$ cat config.mk
export PLATFORM = sky130hd
export DESIGN_NAME = cfg_conflict_mon
export DESIGN_NICKNAME = d
export VERILOG_FILES = /design/src/rtl/cfgmon_pkg.sv /design/src/rtl/cfgmon_timing.sv /design/src/rtl/cfgmon_decode.sv /design/src/rtl/cfgmon_hist.sv /design/src/rtl/cfgmon_status.sv /design/src/rtl/cfg_conflict_mon.sv
export SDC_FILE = /design/constraint.sdc
export NUM_CORES = 1
export LEC_CHECK = 0
export BUFFER_PORTS_ARGS = -buffer_cell sky130_fd_sc_hd__buf_2
export CAP_MARGIN = 10
export CORE_MARGIN = 2
export CORE_UTILIZATION = 51
export DETAILED_ROUTE_END_ITERATION = 10
export GPL_TIMING_DRIVEN = 0
export HOLD_SLACK_MARGIN = 0.15
export PLACE_DENSITY = 0.9
export SETUP_SLACK_MARGIN = 0.4
export SYNTH_ARGS = -nofsm -noshare
export SYNTH_HDL_FRONTEND = slang
export SYNTH_HIERARCHICAL = 1
export SYNTH_SLANG_ARGS = --single-unit
$ cat constraint.sdc
create_clock -name clk -period 4.7 [get_ports clk]
set_clock_uncertainty 0.2 [all_clocks]
set_input_delay 1.41 -clock clk [delete_from_list [all_inputs] [get_ports clk]]
set_output_delay 1.41 -clock clk [all_outputs]
set_load 0.1 [all_outputs]
$ cat src/rtl/cfgmon_pkg.sv
// Shared constants for the configuration conflict monitor.
// Assumes: region codes sit in the top four address bits.
package cfgmon_pkg;
    localparam int NUM_ERR = 8;

    localparam logic [3:0] RG_LINE   = 4'd0;
    localparam logic [3:0] RG_TABLE  = 4'd1;
    localparam logic [3:0] RG_LENS   = 4'd2;
    localparam logic [3:0] RG_CEREG  = 4'd3;
    localparam logic [3:0] RG_CESTAT = 4'd4;
    localparam logic [3:0] RG_COLOR  = 4'd5;
    localparam logic [3:0] RG_CONTR  = 4'd6;
    localparam logic [3:0] RG_HIST   = 4'd7;
    localparam logic [3:0] RG_CTRL   = 4'd15;

    localparam int B_LINE   = 0;
    localparam int B_TABLE  = 1;
    localparam int B_LENS   = 2;
    localparam int B_CEREG  = 3;
    localparam int B_CESTAT = 4;
    localparam int B_COLOR  = 5;
    localparam int B_CONTR  = 6;
    localparam int B_HIST   = 7;
endpackage

$ cat src/rtl/cfgmon_timing.sv
// Window tracker: derives the frame, line, lens and enhancement windows
// from single-cycle strobes. Each window includes its opening strobe cycle.
// Assumes: all strobes are synchronous one-cycle pulses.
module cfgmon_timing (
    input  logic clk,
    input  logic rst_n,
    input  logic vs,
    input  logic ve,
    input  logic ls,
    input  logic le,
    input  logic done,
    output logic frame_win,
    output logic line_win,
    output logic lens_win,
    output logic ce_win
);
    logic frame_q, line_q, ce_q, ve_d1;

    // Track the frame, line and enhancement active flags plus a delayed end strobe.
    always_ff @(posedge clk) begin
        if (!rst_n) begin
            frame_q <= 1'b0;
            line_q  <= 1'b0;
            ce_q    <= 1'b0;
            ve_d1   <= 1'b0;
        end else begin
            frame_q <= vs ? 1'b1 : (ve ? 1'b0 : frame_q);
            line_q  <= ls ? 1'b1 : (le ? 1'b0 : line_q);
            ce_q    <= vs ? 1'b1 : (done ? 1'b0 : ce_q);
            ve_d1   <= ve;
        end
    end

    // Open each window in the cycle of its start strobe.
    always_comb begin
        frame_win = frame_q | vs;
        line_win  = line_q | ls;
        ce_win    = ce_q | vs;
        lens_win  = frame_win | ve_d1;
    end


    vs_open_chk: assert property (@(posedge clk) disable iff (!rst_n)
        vs |=> frame_q);

    ve_close_chk: assert property (@(posedge clk) disable iff (!rst_n)
        (ve && !vs) |=> !frame_q);

    le_close_chk: assert property (@(posedge clk) disable iff (!rst_n)
        (le && !ls) |=> !line_q);

    done_close_chk: assert property (@(posedge clk) disable iff (!rst_n)
        (done && !vs) |=> !ce_q);
endmodule

$ cat src/rtl/cfgmon_decode.sv
// Rule evaluator: decodes the access region and applies the conflict rule
// of that region against the current windows. It also produces the control
// word strobes and the histogram first/last read hits.
// Assumes: read and write are never both asserted together.
module cfgmon_decode
    import cfgmon_pkg::*;
#(
    parameter int ADDR_W     = 12,
    parameter int DATA_W     = 16,
    parameter int HIST_DEPTH = 256
) (
    input  logic               sel,
    input  logic               rd,
    input  logic               wr,
    input  logic [ADDR_W-1:0]  addr,
    input  logic [DATA_W-1:0]  wdata,
    input  logic               frame_win,
    input  logic               line_win,
    input  logic               lens_win,
    input  logic               ce_win,
    input  logic               color_en,
    input  logic               contr_en,
    output logic [NUM_ERR-1:0] acc_set,
    output logic [NUM_ERR-1:0] clr_vec,
    output logic               mask_wr,
    output logic [NUM_ERR-1:0] mask_data,
    output logic               hist_first,
    output logic               hist_last
);
    localparam int OFS_W = ADDR_W - 4;
    localparam logic [OFS_W-1:0] HIST_LAST = OFS_W'(HIST_DEPTH - 1);

    logic             acc;
    logic [3:0]       region;
    logic [OFS_W-1:0] ofs;

    // Split the address and qualify the access.
    always_comb begin
        acc    = sel & (rd | wr);
        region = addr[ADDR_W-1 -: 4];
        ofs    = addr[OFS_W-1:0];
    end

    // Apply the per-region conflict rule.
    always_comb begin
        acc_set = '0;
        if (acc) begin
            case (region)
                RG_LINE:   acc_set[B_LINE]   = (rd & line_win) | (wr & frame_win);
                RG_TABLE:  acc_set[B_TABLE]  = frame_win;
                RG_LENS:   acc_set[B_LENS]   = lens_win;
                RG_CEREG:  acc_set[B_CEREG]  = wr & ce_win;
                RG_CESTAT: acc_set[B_CESTAT] = ce_win;
                RG_COLOR:  acc_set[B_COLOR]  = line_win & color_en;
                RG_CONTR:  acc_set[B_CONTR]  = line_win & contr_en;
                default:   acc_set = '0;
            endcase
        end
    end

    // Decode control-word writes and histogram read hits.
    always_comb begin
        clr_vec    = (acc && wr && region == RG_CTRL && ofs == OFS_W'(0))
                     ? wdata[NUM_ERR-1:0] : '0;
        mask_wr    = acc && wr && region == RG_CTRL && ofs == OFS_W'(1);
        mask_data  = wdata[NUM_ERR-1:0];
        hist_first = acc && rd && region == RG_HIST && ofs == OFS_W'(0);
        hist_last  = acc && rd && region == RG_HIST && ofs == HIST_LAST;
    end

    initial begin
        assert (HIST_DEPTH >= 2 && HIST_DEPTH <= (1 << OFS_W));
        assert (DATA_W >= NUM_ERR);
    end
endmodule

$ cat src/rtl/cfgmon_hist.sv
// Histogram readout tracker: remembers whether the first and the last
// location were read since the last vertical-start, and flags an
// incomplete readout when the next vertical-start arrives.
// Assumes: vs is a one-cycle pulse.
module cfgmon_hist (
    input  logic clk,
    input  logic rst_n,
    input  logic vs,
    input  logic first_rd,
    input  logic last_rd,
    output logic hist_err
);
    logic first_q, last_q;

    // Evaluate the incomplete-read condition at frame start.
    always_comb hist_err = vs & first_q & ~last_q;

    // Accumulate read hits and restart tracking at each vertical-start.
    always_ff @(posedge clk) begin
        if (!rst_n) begin
            first_q <= 1'b0;
            last_q  <= 1'b0;
        end else if (vs) begin
            first_q <= first_rd;
            last_q  <= last_rd;
        end else begin
            first_q <= first_q | first_rd;
            last_q  <= last_q | last_rd;
        end
    end


    first_track_chk: assert property (@(posedge clk) disable iff (!rst_n)
        first_rd |=> first_q);

    restart_chk: assert property (@(posedge clk) disable iff (!rst_n)
        (vs && !first_rd) |=> !first_q);
endmodule

$ cat src/rtl/cfgmon_status.sv
// Sticky status and mask: sets bits from detected conflicts, clears them on
// write-one, lets a set win over a clear, and drives the masked interrupt.
// Assumes: set and clear vectors are valid for one cycle each.
module cfgmon_status
    import cfgmon_pkg::*;
(
    input  logic               clk,
    input  logic               rst_n,
    input  logic [NUM_ERR-1:0] set_vec,
    input  logic [NUM_ERR-1:0] clr_vec,
    input  logic               mask_wr,
    input  logic [NUM_ERR-1:0] mask_data,
    output logic [NUM_ERR-1:0] status,
    output logic               irq
);
    logic [NUM_ERR-1:0] status_q, mask_q;

    // Update each status bit: clear by write-one, then set with priority.
    always_ff @(posedge clk) begin
        if (!rst_n) begin
            status_q <= '0;
        end else begin
            status_q <= (status_q & ~clr_vec) | set_vec;
        end
    end

    // Hold the interrupt mask, loaded by its control word.
    always_ff @(posedge clk) begin
        if (!rst_n)       mask_q <= '1;
        else if (mask_wr) mask_q <= mask_data;
    end

    // Reduce the masked status to the interrupt line.
    always_comb begin
        status = status_q;
        irq    = |(status_q & mask_q);
    end


    sticky_chk: assert property (@(posedge clk) disable iff (!rst_n)
        ((status_q & ~clr_vec) != '0) |=>
        ((status_q & $past(status_q & ~clr_vec)) == $past(status_q & ~clr_vec)));

    set_wins_chk: assert property (@(posedge clk) disable iff (!rst_n)
        (set_vec != '0) |=> ((status_q & $past(set_vec)) == $past(set_vec)));

    irq_chk: assert property (@(posedge clk) disable iff (!rst_n)
        (((set_vec & mask_q) != '0) && !mask_wr) |=> irq);
endmodule

$ cat src/rtl/cfg_conflict_mon.sv
// Configuration access conflict monitor top: ties the window tracker, the
// rule evaluator, the histogram tracker and the status register together.
// Assumes: single clock, synchronous strobes, one bus access per cycle.
module cfg_conflict_mon
    import cfgmon_pkg::*;
#(
    parameter int ADDR_W     = 12,
    parameter int DATA_W     = 16,
    parameter int HIST_DEPTH = 256
) (
    input  logic               clk,
    input  logic               rst_n,
    input  logic               vs_in,
    input  logic               ve_in,
    input  logic               ls_in,
    input  logic               le_in,
    input  logic               filt_done,
    input  logic               color_lut_en,
    input  logic               contrast_lut_en,
    input  logic               cfg_sel,
    input  logic               cfg_rd,
    input  logic               cfg_wr,
    input  logic [ADDR_W-1:0]  cfg_addr,
    input  logic [DATA_W-1:0]  cfg_wdata,
    output logic [NUM_ERR-1:0] err_status,
    output logic               irq
);
    logic frame_win, line_win, lens_win, ce_win;
    logic [NUM_ERR-1:0] acc_set, clr_vec, mask_data, set_vec;
    logic mask_wr, hist_first, hist_last, hist_err;

    cfgmon_timing u_timing (
        .clk(clk), .rst_n(rst_n), .vs(vs_in), .ve(ve_in), .ls(ls_in),
        .le(le_in), .done(filt_done), .frame_win(frame_win),
        .line_win(line_win), .lens_win(lens_win), .ce_win(ce_win)
    );

    cfgmon_decode #(.ADDR_W(ADDR_W), .DATA_W(DATA_W), .HIST_DEPTH(HIST_DEPTH)) u_decode (
        .sel(cfg_sel), .rd(cfg_rd), .wr(cfg_wr), .addr(cfg_addr), .wdata(cfg_wdata),
        .frame_win(frame_win), .line_win(line_win), .lens_win(lens_win),
        .ce_win(ce_win), .color_en(color_lut_en), .contr_en(contrast_lut_en),
        .acc_set(acc_set), .clr_vec(clr_vec), .mask_wr(mask_wr),
        .mask_data(mask_data), .hist_first(hist_first), .hist_last(hist_last)
    );

    cfgmon_hist u_hist (
        .clk(clk), .rst_n(rst_n), .vs(vs_in), .first_rd(hist_first),
        .last_rd(hist_last), .hist_err(hist_err)
    );

    // Merge per-access conflicts with the frame-start histogram check.
    always_comb begin
        set_vec         = acc_set;
        set_vec[B_HIST] = hist_err;
    end

    cfgmon_status u_status (
        .clk(clk), .rst_n(rst_n), .set_vec(set_vec), .clr_vec(clr_vec),
        .mask_wr(mask_wr), .mask_data(mask_data), .status(err_status), .irq(irq)
    );


    quiet_region_chk: assert property (@(posedge clk) disable iff (!rst_n)
        (cfg_sel && cfg_addr[ADDR_W-1 -: 4] >= 4'd8 && cfg_addr[ADDR_W-1 -: 4] != 4'd15
         && !vs_in && clr_vec == '0) |=> $stable(err_status));
endmodule

## Yosys cells after proc, flatten, opt, wreduce, memory -nomap -nowiden

Index checks and enable logic that the tools add are counted.

| word-level totals | value |
|---|---|
| flip-flop bits (word level) | 22 |
| input bits | 40 |
| word-level logic and storage cells | 70 |

| operators by class | value |
|---|---|
| equal/unequal tests | 10 |
| reductions and logical operators | 14 |
| multiplexer cells | 17 |
| bitwise logic cells | 21 |

Operators by type and width:

| kind | count |
|---|---|
| $and 8x8->8 | 2 |
| $eq 4x3->1 const B | 4 |
| $mux 1 | 15 |
| $and 1x1->1 | 8 |
| $eq 4x2->1 const B | 2 |
| $eq 8x1->1 const B | 1 |
| $eq 8x8->1 const B | 1 |
| $logic_and 1x1->1 | 8 |
| $logic_not 8->1 | 1 |
| $mux 8 | 1 |
| $not 8->8 | 1 |
| $or 1x1->1 | 8 |
| $or 8x8->8 | 1 |
| $reduce_or 8->1 | 1 |
| $mux 7 | 1 |
| $reduce_bool 2->1 | 3 |
| $eq 4x1->1 const B | 1 |
| $eq 4x4->1 const B | 1 |
| $logic_not 4->1 | 1 |
| $not 1->1 | 1 |

## Depth between registers and ports, before layout

| depth | value |
|---|---|
| word-level depth | 9 |
| mapped depth | 6 |

## Cells and area by module

Netlist, hierarchy kept.

By module, submodules not included:

| module | area each (um^2) | times used | cells an instance |
|---|---|---|---|
| cfgmon_status | 610.6 | 1 | 56 |
| cfgmon_decode | 362.8 | 1 | 58 |
| cfgmon_timing | 152.6 | 1 | 15 |
| cfgmon_hist | 75.1 | 1 | 8 |

## Worst setup path after synthesis

OpenSTA, ideal clock, no wires.

| timing path | value |
|---|---|
| path kind | register to output |
| start point | register u_status.status_q[5] (netlist: u_status/status[5]) |
| end point | output port irq |
| path slack | 1108 ps |
| arrival | 1982 ps |
| required time | 3090 ps |
| cell stages (with the launch flop) | 3 |
| buffers on the path | 0 |
| cell sequence | dfxtp_1 > a22oi_1 > nand4_1 |

| between the ends | value |
|---|---|
| cells in the longest elaborated chain, start to end | 2 |

RTL lines:

| item | line | text |
|---|---|---|
| start: declaration | cfgmon_status.sv:16 | `logic [NUM_ERR-1:0] status_q, mask_q;` |
| start signal: assignment | cfgmon_status.sv:23 | `status_q <= (status_q & ~clr_vec) \| set_vec;` |
| $and 8x8->8 | cfgmon_status.sv:36 | `irq = \|(status_q & mask_q);` |
| $reduce_or 8->1 | cfgmon_status.sv:36 |  |
| end: declaration | cfg_conflict_mon.sv:26 | `output logic irq` |

Every way passes these cells.

## Worst setup path after layout

| timing path | value |
|---|---|
| start point | register u_status.status_q[3] (netlist: u_status/status[3]) |
| end point | output port irq |

Same word-level chain as after synthesis.

==> impl_metrics.ini <==
[finish]
multi_input_area_um2 = 648.1
synthToLayoutAreaGrowth_pct = 24.19
nFillCells = 195
antenna_cells_inserted = 0
layout-drive-gt1-share = 0.3464
commonest_non_fill_non_tap_cell_in_the_layout = buf_2
layout.cells.most_common_list = 40 x buf_2, 22 x dfxtp_1, 21 x nand2_1
final-seq-area_um2 = 440.4
nNetsFinal = 220
final_design_area_no_fill_um2 = 1478

[pwr]
worst_ir_drop_vdd_mv = 0.1865
total_leakage_power_nw = 0.6678
power_density_nw_per_um2 = 266.5

[clock_network]
cts-resized-gates = 0
cts_setup_buffers = 0
worst_setup_hold_path_clk_slew_ns = 0.13
max-clock-path-buffers = 2
cts-buffers-inserted = 3
clockRootBuffer = clkbuf_4
cts-hold-fix-buffers = 0
htreeDepth = 1
cts_tree = yes
clock_latency_ns = 0.31
tritoncts_num_sinks = 22

[drt]
drt.antenna.violating_nets = 0
via_count = 1163
drc = 0
drt-wirelength-per-cell_um = 13.96
dr.pass1.iters = 4
drt-vias-per-instance = 5.618
drt_iter0_drc = 31
drt_wl_total_mm = 2.890

[synthesis]
synth.net_count = 175
post_synth_instance_area_um2 = 1190
synth_cells = 135
synth.avg_cell_area_um2 = 8.814
ys_warn_count = 6

[floorplan]
row_cnt = 17
start_util = 0.5379
die-height_um = 52.30
floorplan.core_area_um2 = 2212
boundaryPins = 49
die-area_um2 = 2735
die-width_um = 52.30

[sta]
grt_setup_unrepaired = false
worstMarginPinSlew_ns = 0.5155
setup_viol_count_final = 0
timing_hold_violations_final = 0
max-slew-margin-rel = 0.6515
clock.fmax_mhz = 337.8
fin_crit_ns = 2.960
maxSlewViolCount = 0
fin_setup_tns_ns = 0
layout_worst_path_cycle_share = 0.6299

[global_routing]
grt_usage = 0.2376
number_of_antenna_violations_at_the_first_check_in_global_routing = 0
via_count_of_the_first_global_routing_pass = 1160
grt_first_pass_wirelength_mm = 4.850
grt_overflow_total = 0
grt_max_degree = 14

[worst_setup_path]
worstSetupEndpointType = primary output
timing.critical_path.fanout_max = 3
timing.setup.critical_path_class = flop to primary output
cp.required_ns = 3.09
crit_arrival_ns = 1.35
worstSetupStartpointType = flop

[placed_design]
finalWeightedCongestion = 0.9099
place_hpwl_mm = 2.293
port_buffers = 40
placed_inst_area_um2 = 1425

[run_status]
status = finished clean

[run]
max_cap_violations = 0

[min_path]
timing.hold.worst.class = flop to flop
==> sequential cells by signal, summed over array words and instances (netlist names) <==
name / cells
u_hist/last_q: 1
u_status/status: 8
u_timing/frame_q: 1
u_status/mask_q: 8
u_timing/ce_q: 1
u_timing/line_q: 1
u_timing/ve_d1: 1
u_hist/first_q: 1
==> report_power, final <==
| group | switching (mW) | internal (mW) |
|---|---|---|
| sequential | 0.00134 | 0.189 |
| clock | 0.0580 | 0.0863 |
| combinational | 0.0335 | 0.0254 |
==> metal layers <==
layer  vias to the layer above  share of wire  global-route usage
li1                        563              -                   -
met1                       543           0.42              0.2726
met2                        52           0.49              0.4250
met3                         5          0.073             0.04286
met4                         0          0.013              0.1026
met5                         -              0                   0
==> final cells by class <==
class                      count  share of cell area
clock inverter                 1             0.02032
timing repair buffer          40              0.1355
sequential                    22              0.2981
clock buffer                   3             0.01524
multi-input combinational    100              0.4386
inverter                       1            0.002540
buffer                        12             0.06605
tap                           28             0.02371
==> worst max-delay path, stage by stage (launching register included) <==
cell	delay (ns)
dfxtp_1	0.38
a22oi_1	0.12
nand4_1	0.11
buf_2	0.43
==> per-stage QoR <==
step                      hold slack, ns  setup WS (ns)  utilization  power (mW)  cells
final                             0.2916          1.740       0.6680      0.3938    207
after floorplan                   0.2408          1.108            -      0.2280    135
after detailed placement          0.2637          1.582       0.6442      0.2533    203
after CTS                         0.2935          1.743       0.6680      0.3957    207
after global placement            0.2521          1.667       0.6442      0.2510    203
after global routing              0.3088          1.669       0.6680      0.4088    207
==> path summary, 6_finish.rpt <==
check,end,depth (start not counted),slack [ns],startpoint
worst max-delay path,irq,3,1.74,u_status/status[3]
worst min-delay path,u_status/mask_q[5],2,0.29,u_status/mask_q[5]
worst max register to register,u_status/status[0],4,3.22,u_timing/line_q
worst min register to register,u_status/mask_q[5],2,0.29,u_status/mask_q[5]
(Power assumes the default switching activity.)
